## src/rtl/cfgsync_pkg.sv

```systemverilog
package cfgsync_pkg;

    localparam int ADDR_W        = 8;
    localparam int DATA_W        = 32;
    localparam int DCMD_CHIP_LSB = 8;

    localparam logic [ADDR_W-1:0] ADR_HOLD_CYC = 8'h00;
    localparam logic [ADDR_W-1:0] ADR_HOLD_OPM = 8'h04;
    localparam logic [ADDR_W-1:0] ADR_DCMD     = 8'h08;
    localparam logic [ADDR_W-1:0] ADR_ACT_BASE = 8'h40;

    typedef enum logic [1:0] {
        DCMD_PLAIN  = 2'd0,
        DCMD_MODE   = 2'd1,
        DCMD_UPDATE = 2'd2,
        DCMD_RSVD   = 2'd3
    } dcmd_e;

    // Byte address of a chip's live register: timing first, mode four bytes later.
    function automatic logic [ADDR_W-1:0] act_addr(input int chip, input bit is_opm);
        return ADR_ACT_BASE + ADDR_W'(chip * 8) + (is_opm ? 8'd4 : 8'd0);
    endfunction

endpackage

```

## src/rtl/cfgsync_chip_regs.sv

```systemverilog
module cfgsync_chip_regs #(
    parameter int CYC_W = 24,
    parameter int OPM_W = 16,
    parameter logic [CYC_W-1:0] DEF_CYCLES = '0,
    parameter logic [OPM_W-1:0] DEF_OPMODE = '0
) (
    input  logic             clk,
    input  logic             rst_n,
    input  logic             load,
    input  logic [CYC_W-1:0] hold_cycles,
    input  logic [OPM_W-1:0] hold_opmode,
    output logic [CYC_W-1:0] act_cycles,
    output logic [OPM_W-1:0] act_opmode
);

    typedef struct packed {
        logic [CYC_W-1:0] cyc;
        logic [OPM_W-1:0] opm;
    } live_t;

    live_t live_d, live_q;

    always_comb begin
        live_d = live_q;
        if (load) begin
            live_d.cyc = hold_cycles;
            live_d.opm = hold_opmode;
        end
    end

    always_ff @(posedge clk or negedge rst_n) begin
        if (!rst_n) begin
            live_q.cyc <= DEF_CYCLES;
            live_q.opm <= DEF_OPMODE;
        end else begin
            live_q <= live_d;
        end
    end

    assign act_cycles = live_q.cyc;
    assign act_opmode = live_q.opm;

endmodule

```

## src/rtl/cfgsync_apb_regs.sv

```systemverilog
module cfgsync_apb_regs
    import cfgsync_pkg::*;
#(
    parameter int NUM_CHIPS = 4,
    parameter int CYC_W     = 24,
    parameter int OPM_W     = 16,
    parameter int CS_W      = 2
) (
    input  logic                       clk,
    input  logic                       rst_n,
    input  logic                       psel,
    input  logic                       penable,
    input  logic                       pwrite,
    input  logic [ADDR_W-1:0]          paddr,
    input  logic [DATA_W-1:0]          pwdata,
    output logic [DATA_W-1:0]          prdata,
    input  logic [NUM_CHIPS*CYC_W-1:0] act_cycles,
    input  logic [NUM_CHIPS*OPM_W-1:0] act_opmode,
    output logic [CYC_W-1:0]           hold_cycles,
    output logic [OPM_W-1:0]           hold_opmode,
    output logic                       dcmd_wr,
    output dcmd_e                      dcmd_type,
    output logic [CS_W-1:0]            dcmd_chip
);

    typedef struct packed {
        logic [CYC_W-1:0] cyc;
        logic [OPM_W-1:0] opm;
    } stage_t;

    stage_t stage_d, stage_q;
    logic   wr_en;
    logic   unused_wdata;

    assign wr_en        = psel & penable & pwrite;
    assign unused_wdata = ^pwdata;

    always_comb begin
        stage_d = stage_q;
        if (wr_en && paddr == ADR_HOLD_CYC) stage_d.cyc = pwdata[CYC_W-1:0];
        if (wr_en && paddr == ADR_HOLD_OPM) stage_d.opm = pwdata[OPM_W-1:0];
    end

    always_ff @(posedge clk or negedge rst_n) begin
        if (!rst_n) stage_q <= '0;
        else        stage_q <= stage_d;
    end

    assign hold_cycles = stage_q.cyc;
    assign hold_opmode = stage_q.opm;
    assign dcmd_wr     = wr_en && (paddr == ADR_DCMD);
    assign dcmd_type   = dcmd_e'(pwdata[1:0]);
    assign dcmd_chip   = pwdata[DCMD_CHIP_LSB +: CS_W];

    always_comb begin
        prdata = '0;
        if (paddr == ADR_HOLD_CYC) prdata[CYC_W-1:0] = stage_q.cyc;
        if (paddr == ADR_HOLD_OPM) prdata[OPM_W-1:0] = stage_q.opm;
        for (int c = 0; c < NUM_CHIPS; c++) begin
            if (paddr == act_addr(c, 1'b0)) prdata[CYC_W-1:0] = act_cycles[c*CYC_W +: CYC_W];
            if (paddr == act_addr(c, 1'b1)) prdata[OPM_W-1:0] = act_opmode[c*OPM_W +: OPM_W];
        end
    end

endmodule

```

## src/rtl/cfgsync_sync_ctl.sv

```systemverilog
module cfgsync_sync_ctl
    import cfgsync_pkg::*;
#(
    parameter int NUM_CHIPS = 4,
    parameter int CS_W      = 2
) (
    input  logic                 clk,
    input  logic                 rst_n,
    input  logic                 dcmd_wr,
    input  dcmd_e                dcmd_type,
    input  logic [CS_W-1:0]      dcmd_chip,
    input  logic                 cmd_done,
    input  logic                 axi_arm_valid,
    input  logic [CS_W-1:0]      axi_arm_chip,
    input  logic                 axi_arm_flag,
    input  logic                 axi_done_valid,
    input  logic [CS_W-1:0]      axi_done_chip,
    output logic [NUM_CHIPS-1:0] load,
    output logic                 cmd_valid,
    output logic [CS_W-1:0]      cmd_chip,
    output logic                 cmd_mode,
    output logic                 cmd_busy
);

    typedef struct packed {
        logic                 pend;
        logic                 pmode;
        logic [CS_W-1:0]      pchip;
        logic                 issue;
        logic [NUM_CHIPS-1:0] armed;
    } ctl_t;

    ctl_t ctl_d, ctl_q;

    logic                 accept;
    logic [NUM_CHIPS-1:0] upd_hit, dir_hit, axi_hit, arm_hit;

    assign accept = dcmd_wr && !ctl_q.pend &&
                    (dcmd_type == DCMD_PLAIN || dcmd_type == DCMD_MODE);

    always_comb begin
        for (int c = 0; c < NUM_CHIPS; c++) begin
            upd_hit[c] = dcmd_wr && dcmd_type == DCMD_UPDATE && dcmd_chip == CS_W'(c);
            dir_hit[c] = cmd_done && ctl_q.pend && ctl_q.pmode && ctl_q.pchip == CS_W'(c);
            axi_hit[c] = axi_done_valid && axi_done_chip == CS_W'(c) && ctl_q.armed[c];
            arm_hit[c] = axi_arm_valid && axi_arm_flag && axi_arm_chip == CS_W'(c);
        end
    end

    always_comb begin
        ctl_d       = ctl_q;
        ctl_d.issue = 1'b0;
        if (cmd_done && ctl_q.pend) ctl_d.pend = 1'b0;
        if (accept) begin
            ctl_d.pend  = 1'b1;
            ctl_d.pmode = (dcmd_type == DCMD_MODE);
            ctl_d.pchip = dcmd_chip;
            ctl_d.issue = 1'b1;
        end
        ctl_d.armed = (ctl_q.armed & ~axi_hit) | arm_hit;
    end

    always_ff @(posedge clk or negedge rst_n) begin
        if (!rst_n) ctl_q <= '0;
        else        ctl_q <= ctl_d;
    end

    assign load      = upd_hit | dir_hit | axi_hit;
    assign cmd_valid = ctl_q.issue;
    assign cmd_chip  = ctl_q.pchip;
    assign cmd_mode  = ctl_q.pmode;
    assign cmd_busy  = ctl_q.pend;

endmodule

```

## src/rtl/cfgsync_mgr.sv

```systemverilog
module cfgsync_mgr
    import cfgsync_pkg::*;
#(
    parameter int NUM_CHIPS = 4,
    parameter int CYC_W     = 24,
    parameter int OPM_W     = 16,
    parameter logic [CYC_W-1:0] DEF_CYCLES = 24'h020406,
    parameter logic [OPM_W-1:0] DEF_OPMODE = 16'h0081,
    localparam int CS_W = (NUM_CHIPS > 1) ? $clog2(NUM_CHIPS) : 1
) (
    input  logic                       clk,
    input  logic                       rst_n,
    input  logic                       psel,
    input  logic                       penable,
    input  logic                       pwrite,
    input  logic [7:0]                 paddr,
    input  logic [31:0]                pwdata,
    output logic [31:0]                prdata,
    output logic                       cmd_valid,
    output logic [CS_W-1:0]            cmd_chip,
    output logic                       cmd_mode,
    output logic                       cmd_busy,
    input  logic                       cmd_done,
    input  logic                       axi_arm_valid,
    input  logic [CS_W-1:0]            axi_arm_chip,
    input  logic                       axi_arm_flag,
    input  logic                       axi_done_valid,
    input  logic [CS_W-1:0]            axi_done_chip,
    output logic [NUM_CHIPS*CYC_W-1:0] act_cycles,
    output logic [NUM_CHIPS*OPM_W-1:0] act_opmode
);

    logic [CYC_W-1:0]     hold_cyc;
    logic [OPM_W-1:0]     hold_opm;
    logic                 dcmd_wr;
    dcmd_e                dcmd_type;
    logic [CS_W-1:0]      dcmd_chip;
    logic [NUM_CHIPS-1:0] load_vec;

    cfgsync_apb_regs #(
        .NUM_CHIPS(NUM_CHIPS), .CYC_W(CYC_W), .OPM_W(OPM_W), .CS_W(CS_W)
    ) u_apb (
        .clk(clk), .rst_n(rst_n),
        .psel(psel), .penable(penable), .pwrite(pwrite),
        .paddr(paddr), .pwdata(pwdata), .prdata(prdata),
        .act_cycles(act_cycles), .act_opmode(act_opmode),
        .hold_cycles(hold_cyc), .hold_opmode(hold_opm),
        .dcmd_wr(dcmd_wr), .dcmd_type(dcmd_type), .dcmd_chip(dcmd_chip)
    );

    cfgsync_sync_ctl #(
        .NUM_CHIPS(NUM_CHIPS), .CS_W(CS_W)
    ) u_ctl (
        .clk(clk), .rst_n(rst_n),
        .dcmd_wr(dcmd_wr), .dcmd_type(dcmd_type), .dcmd_chip(dcmd_chip),
        .cmd_done(cmd_done),
        .axi_arm_valid(axi_arm_valid), .axi_arm_chip(axi_arm_chip),
        .axi_arm_flag(axi_arm_flag),
        .axi_done_valid(axi_done_valid), .axi_done_chip(axi_done_chip),
        .load(load_vec),
        .cmd_valid(cmd_valid), .cmd_chip(cmd_chip), .cmd_mode(cmd_mode),
        .cmd_busy(cmd_busy)
    );

    for (genvar c = 0; c < NUM_CHIPS; c++) begin : g_chip
        cfgsync_chip_regs #(
            .CYC_W(CYC_W), .OPM_W(OPM_W),
            .DEF_CYCLES(DEF_CYCLES), .DEF_OPMODE(DEF_OPMODE)
        ) u_regs (
            .clk(clk), .rst_n(rst_n),
            .load(load_vec[c]),
            .hold_cycles(hold_cyc), .hold_opmode(hold_opm),
            .act_cycles(act_cycles[c*CYC_W +: CYC_W]),
            .act_opmode(act_opmode[c*OPM_W +: OPM_W])
        );
    end

endmodule

```

## config.mk

```make
export PLATFORM = sky130hd
export DESIGN_NAME = cfgsync_mgr
export DESIGN_NICKNAME = d
export VERILOG_FILES = /design/src/rtl/cfgsync_pkg.sv /design/src/rtl/cfgsync_chip_regs.sv /design/src/rtl/cfgsync_apb_regs.sv /design/src/rtl/cfgsync_sync_ctl.sv /design/src/rtl/cfgsync_mgr.sv
export SDC_FILE = /design/constraint.sdc
export NUM_CORES = 1
export LEC_CHECK = 0
export BUFFER_PORTS_ARGS = -buffer_cell sky130_fd_sc_hd__buf_4
export CORE_UTILIZATION = 59
export DETAILED_ROUTE_END_ITERATION = 6
export GPL_TIMING_DRIVEN = 0
export PLACE_DENSITY = 0.91
export SYNTH_ARGS = -nofsm -noshare
export SYNTH_HDL_FRONTEND = slang
export SYNTH_SLANG_ARGS = --single-unit
```

## constraint.sdc

```tcl
create_clock -name clk -period 3.87 [get_ports clk]
set_input_delay 0.387 -clock clk [delete_from_list [all_inputs] [get_ports clk]]
set_output_delay 0.387 -clock clk [all_outputs]
set_load 0.03 [all_outputs]
```

After elaboration in Yosys (flattened, before gate mapping). Cells that the tools add are included.

Register bits after elaboration: 209. Bits of input ports: 53. Word-level logic and storage cells: 96.

Equal/unequal tests: 24. Muxes and demuxes: 12. Bitwise logic cells: 7. Reduce and logical (&&, ||, !) cells: 38.

Operator list (number): 24-bit 2-to-1 mux (5); 16-bit 2-to-1 mux (5); 8-bit by 7-bit == test with 1-bit output (second input constant) (8); 1-bit logical AND (29); 2-bit == test (second input constant) (9); 4-bit OR (3); 2-bit by 1-bit == test with 1-bit output (second input constant) (5); 2-bit logical NOT (5); 8-bit by 3-bit == test with 1-bit output (second input constant) (1); 8-bit by 4-bit == test with 1-bit output (second input constant) (1); 8-bit logical NOT (1); 5-bit 2-to-1 mux (1); 4-bit AND (1); 4-bit NOT (1); 1-bit AND (2); 2-bit nonzero test (1); 1-bit logical NOT (1); 1-bit logical OR (1); 1-bit 2-to-1 mux (1).

Logic depth before layout (Yosys ltp).
Depth in word-level cells: 11. Mapped depth: 8.

Hierarchy. A second synthesis with hierarchy kept.

Cells, all modules: 784. Area, all modules: 10084.7 um2.

By module, submodules not included: cfgsync_chip_regs (instances 4, cells each 84, area an instance 1503.9 um2); cfgsync_apb_regs (instances 1, cells each 397, area an instance 3574.7 um2); cfgsync_sync_ctl (instances 1, cells each 51, area an instance 494.2 um2).

Worst setup path before layout. OpenSTA, ideal clock, no wires.

Path type: in2reg. From: input paddr[3]. To: register g_chip[1].u_regs.live_q (netlist bit g_chip[1].u_regs.act_opmode[1]). Library setup time: 125 ps. Data arrival time: 2485 ps. Required time: 3745 ps. Setup slack: 1260 ps. Stages: 7. Path buffers: 3. Cells stage by stage: buf_2 -> or4b_1 -> clkbuf_1 -> or4_4 -> o311ai_4 -> buf_6 -> mux2_2.

Cells in the longest elaborated chain, start to end: 6.

RTL lines: start: declaration (RTL line cfgsync_mgr.sv:16) `input logic [7:0] paddr,`; 8-bit by 4-bit == test with 1-bit output (RTL line cfgsync_apb_regs.sv:51) `assign dcmd_wr = wr_en && (paddr == ADR_DCMD);`; 1-bit logical AND (RTL line cfgsync_apb_regs.sv:51); 1-bit logical AND (2 in a row) (RTL line cfgsync_sync_ctl.sv:43) `upd_hit[c] = dcmd_wr && dcmd_type == DCMD_UPDATE && dcmd_chip == CS_W'(c);`; 4-bit OR (2 in a row) (RTL line cfgsync_sync_ctl.sv:68) `assign load = upd_hit | dir_hit | axi_hit;`; end signal: assignment (RTL line cfgsync_chip_regs.sv:36) `live_q <= live_d;`; end: declaration (RTL line cfgsync_chip_regs.sv:21) `live_t live_d, live_q;`.

No other way between the ends. A chain may end at the register's enable or synchronous reset.

Worst setup path in the final report.
From: input paddr[3]. To: output prdata[13].

Cells in the longest elaborated chain, start to end: 11. Elaborated cells between the ends (all ways): 20.

RTL lines: 8-bit logical NOT (RTL line cfgsync_apb_regs.sv:57) `if (paddr == ADR_HOLD_CYC) prdata[CYC_W-1:0] = stage_q.cyc;`; 24-bit 2-to-1 mux (RTL line cfgsync_apb_regs.sv:57); 16-bit 2-to-1 mux (RTL line cfgsync_apb_regs.sv:58) `if (paddr == ADR_HOLD_OPM) prdata[OPM_W-1:0] = stage_q.opm;`; 24-bit 2-to-1 mux (RTL line cfgsync_apb_regs.sv:60) `if (paddr == act_addr(c, 1'b0)) prdata[CYC_W-1:0] = act_cycles[c*CYC_W +: CYC_W];`; 16-bit 2-to-1 mux (RTL line cfgsync_apb_regs.sv:61) `if (paddr == act_addr(c, 1'b1)) prdata[OPM_W-1:0] = act_opmode[c*OPM_W +: OPM_W];`; 24-bit 2-to-1 mux (RTL line cfgsync_apb_regs.sv:60); 16-bit 2-to-1 mux (RTL line cfgsync_apb_regs.sv:61); 24-bit 2-to-1 mux (RTL line cfgsync_apb_regs.sv:60); 16-bit 2-to-1 mux (RTL line cfgsync_apb_regs.sv:61); 24-bit 2-to-1 mux (RTL line cfgsync_apb_regs.sv:60); 16-bit 2-to-1 mux (*) (RTL line cfgsync_apb_regs.sv:61); end: declaration (RTL line cfgsync_mgr.sv:18) `output logic [31:0] prdata,`.

Every way passes the cells marked *; elsewhere a longest branch is shown, timed or not.

==> impl_metrics.ini <==
[run_status]
status = finished, violations left
violations = design-rule violations, max-capacitance violations, max-slew violations

[sta]
finClkSkew_ns = 0.01311
max_slew_margin = -0.001994
fin_crit_sh = 0.9885
max_freq_mhz = 261.4
holdWs_ns = 0.06502
setup_viol = 0
rsz0062_at_grt = no
hold_viol_final = 0
tns_ns = 0
worst_pin_slew_ns = 1.482
period_needed_ns = 3.826
maxSlewViolCount = 1

[worst_hold_path]
min_from = axi_arm_chip[0]
holdPathStages = 2
hold_path.class = in2reg

[floorplanning]
core-area_mm2 = 0.01790
num_rows = 49
die_x_um = 137.1
start_util = 0.6018
dieArea_mm2 = 0.01881
die_h_um = 137.1
pin_count = 250

[cts]
postCtsSetupBuffers = 0
hold_buffers = 1
clkLatencyLatePin_ns = 0.51
cts_resized = 0
path_clk_slew_ns = 0.06
cts-root-buf = clkbuf_16
cts.sinks = 209
cts_tree = yes
clk_path_buf_depth = 3
cts-buffers-inserted = 22
h-tree-depth = 1

[setup_path]
cp.arrival_ns = 3.44
worstPathBufferInverterCount = 5
critical-path-max-stage-delay_ns = 0.70
cp_num_cells = 9
path_common_cell = a21oi_1
cp-startpoint = paddr[3]
critical_path_required_ns = 3.48
reg2reg_to = g_chip[2].u_regs.act_opmode[11]
worstReg2RegStart = u_ctl.cmd_busy
endpoint = prdata[13]
cp_cell_sequence = buf_2 -> clkbuf_1 -> clkbuf_1 -> buf_1 -> a21oi_1 -> a21oi_1 -> a21oi_1 -> a31oi_1 -> buf_4
reg2reg_slack_ns = 1.45
rr_worst_depth = 5
endpoint_kind = output port
cp_max_fo = 10
start_kind = input port
slowest_stage = clkbuf_1
crit_type = in2out
path_delay_family = buffers and inverters

[synth]
synthFlopType = dfrtp_1
synth_xor_area_frac = 0
synthTopCellsByCount = dfrtp_1, mux2_2, clkbuf_1
synth_seq_cells = 209
synth_top_area_cell = dfrtp_1
muxShareOfSynthArea = 0.2528
synth_fa_ha_area_frac = 0
ys_top_cells_by_area = dfrtp_1, mux2_2, dfstp_2, mux2_4, a21oi_1
yosys.cell_count.top_type = dfrtp_1
yosysTopAreaCellShare = 0.4297
yosysWarnings = 0
avgSynthCellArea_um2 = 11.91
synth_top_family_by_area = multiplexers
synth_edf_count = 0
synthSimpleGateAreaFrac = 0.09360
synthCells = 905
synth_compound_area_frac = 0.1196
async_flop_share = 1.000
synth.distinct_cells = 55
syn_area_mm2 = 0.01077
seq_area_frac_synth = 0.4882

[placed_design]
placed_cells = 1374
io_buffers = 232
hpwl_mm = 25.29
gp_congestion = 0.9969

[global_routing]
grt_antenna_before_repair = 0
grt_pass1_vias = 9784
grt_pass1_wl_mm = 56.88
grt_max_degree = 109
gr-total-overflow = 0
grt_usage = 0.4114

[detailed_routing]
drt-total-wl_mm = 38.24
first_pass_iters = 7
wl_per_cell_um = 27.02
first_iter_violations = 1300
drc_errors = 13
vias = 9779
ant_nets = 0
viasPerCell = 6.911

[final_layout]
instances_no_fill = 1415
drive_gt1_frac = 0.4629
nets = 1223
syn2layout_area_growth_pct = 26.36
diodes = 0

[power]
power_w = 0.004968
leakage_nw = 6.621
vdd_drop_max_v = 0.0004145
p_per_area_mw_per_mm2 = 364.9

[flow_run]
maxCapViolations = 1
==> routing by layer <==
metal / global-route usage / part of all wire / wire [µm] / vias to the layer above
met4: 0.2656 / 0.069 / 2646 / 0
met2: 0.6033 / 0.44 / 16790 / 906
met1: 0.5238 / 0.35 / 13510 / 4695
met3: 0.1322 / 0.14 / 5290 / 269
li1: - / - / - / 3909
met5: 0 / 0 / 0 / -
==> worst register-to-register path, delay by kind of cell (launching register included) <==
kind | cells | cell delay [ns]
and+or+nand+nor | 1 | 0.14
buffers and inverters | 1 | 0.78
AOI/OAI and AO/OA | 2 | 0.49
DFF | 1 | 0.45
muxes | 1 | 0.44
==> cells by family (layout without fill, tap and decap cells) <==
group / after synthesis / count (layout)
AOI/OAI and AO/OA: 188 / 188
buffers and inverters: 102 / 376
DFF: 209 / 209
muxes: 229 / 229
other: 1 / 8
and+or+nand+nor: 176 / 176
==> worst min-delay path by stage <==
stage                                           endpoint  slack, ns
final                                     u_ctl.ctl_q[0]       0.07
after global routing                      u_ctl.ctl_q[0]       0.07
after CTS                                 u_ctl.ctl_q[0]       0.07
after detailed placement  g_chip[3].u_regs.act_opmode[9]       0.46
after global placement                    u_ctl.ctl_q[3]       0.47
after floorplan           g_chip[0].u_regs.act_cycles[0]       0.09
==> where the power goes <==
| group | total [W] | leakage, nW | internal, W | switching, W |
|---|---|---|---|---|
| Combinational | 0.000523 | 3.44 | 0.000181 | 0.000342 |
| Clock | 0.00217 | 0.362 | 0.00128 | 0.000890 |
| Sequential | 0.00228 | 2.82 | 0.00223 | 0.0000452 |
| Total | 0.00497 | 6.62 | 0.00369 | 0.00128 |
==> area by class of cell <==
type	instances	area [µm²]
Buffer	80	406.6
Clock buffer	30	631.9
Clock inverter	10	108.9
Fill cell	1126	4288
Inverter	22	82.58
Multi-Input combinational cell	601	5051
Sequential cell	209	5260
Tap cell	229	286.5
Timing Repair Buffer	234	1787
==> cell usage in the layout, fill, tap and decap left out, drive strengths merged, types with 10 or more instances in the layout <==
cell type,count
mux2,225
o22ai,13
a22o,13
or3,15
a32oi,15
nor2,35
nand2,20
nor3b,14
dfrtp,185
a21oi,48
a22oi,10
nand4,29
buf,263
a31oi,13
nand3b,13
nand3,14
o21ai,38
a2111o,12
dfstp,24
clkbuf,80
inv,22
==> stage by stage <==
stage | worst slack [ns] | instance area (µm²) | util
2_1_floorplan | 1.260 | 10800 | -
3_3_place_gp | 0.4425 | 12830 | 0.7166
3_5_place_dp | 0.4720 | 12860 | 0.7185
4_1_cts | 0.4858 | 13610 | 0.7605
5_1_grt | 0.1819 | 13610 | 0.7605
6_report | 0.04440 | 13610 | 0.7605
==> state kept, by name, indices dropped and copies added (netlist names) <==
register,cells
u_apb.hold_opmode,16
g_chip.u_regs.act_cycles,96
u_ctl.cmd_valid,1
u_apb.hold_cycles,24
u_ctl.cmd_chip,2
g_chip.u_regs.act_opmode,64
u_ctl.ctl_q,4
u_ctl.cmd_busy,1
u_ctl.cmd_mode,1
Power figures use the tool's default switching activity.
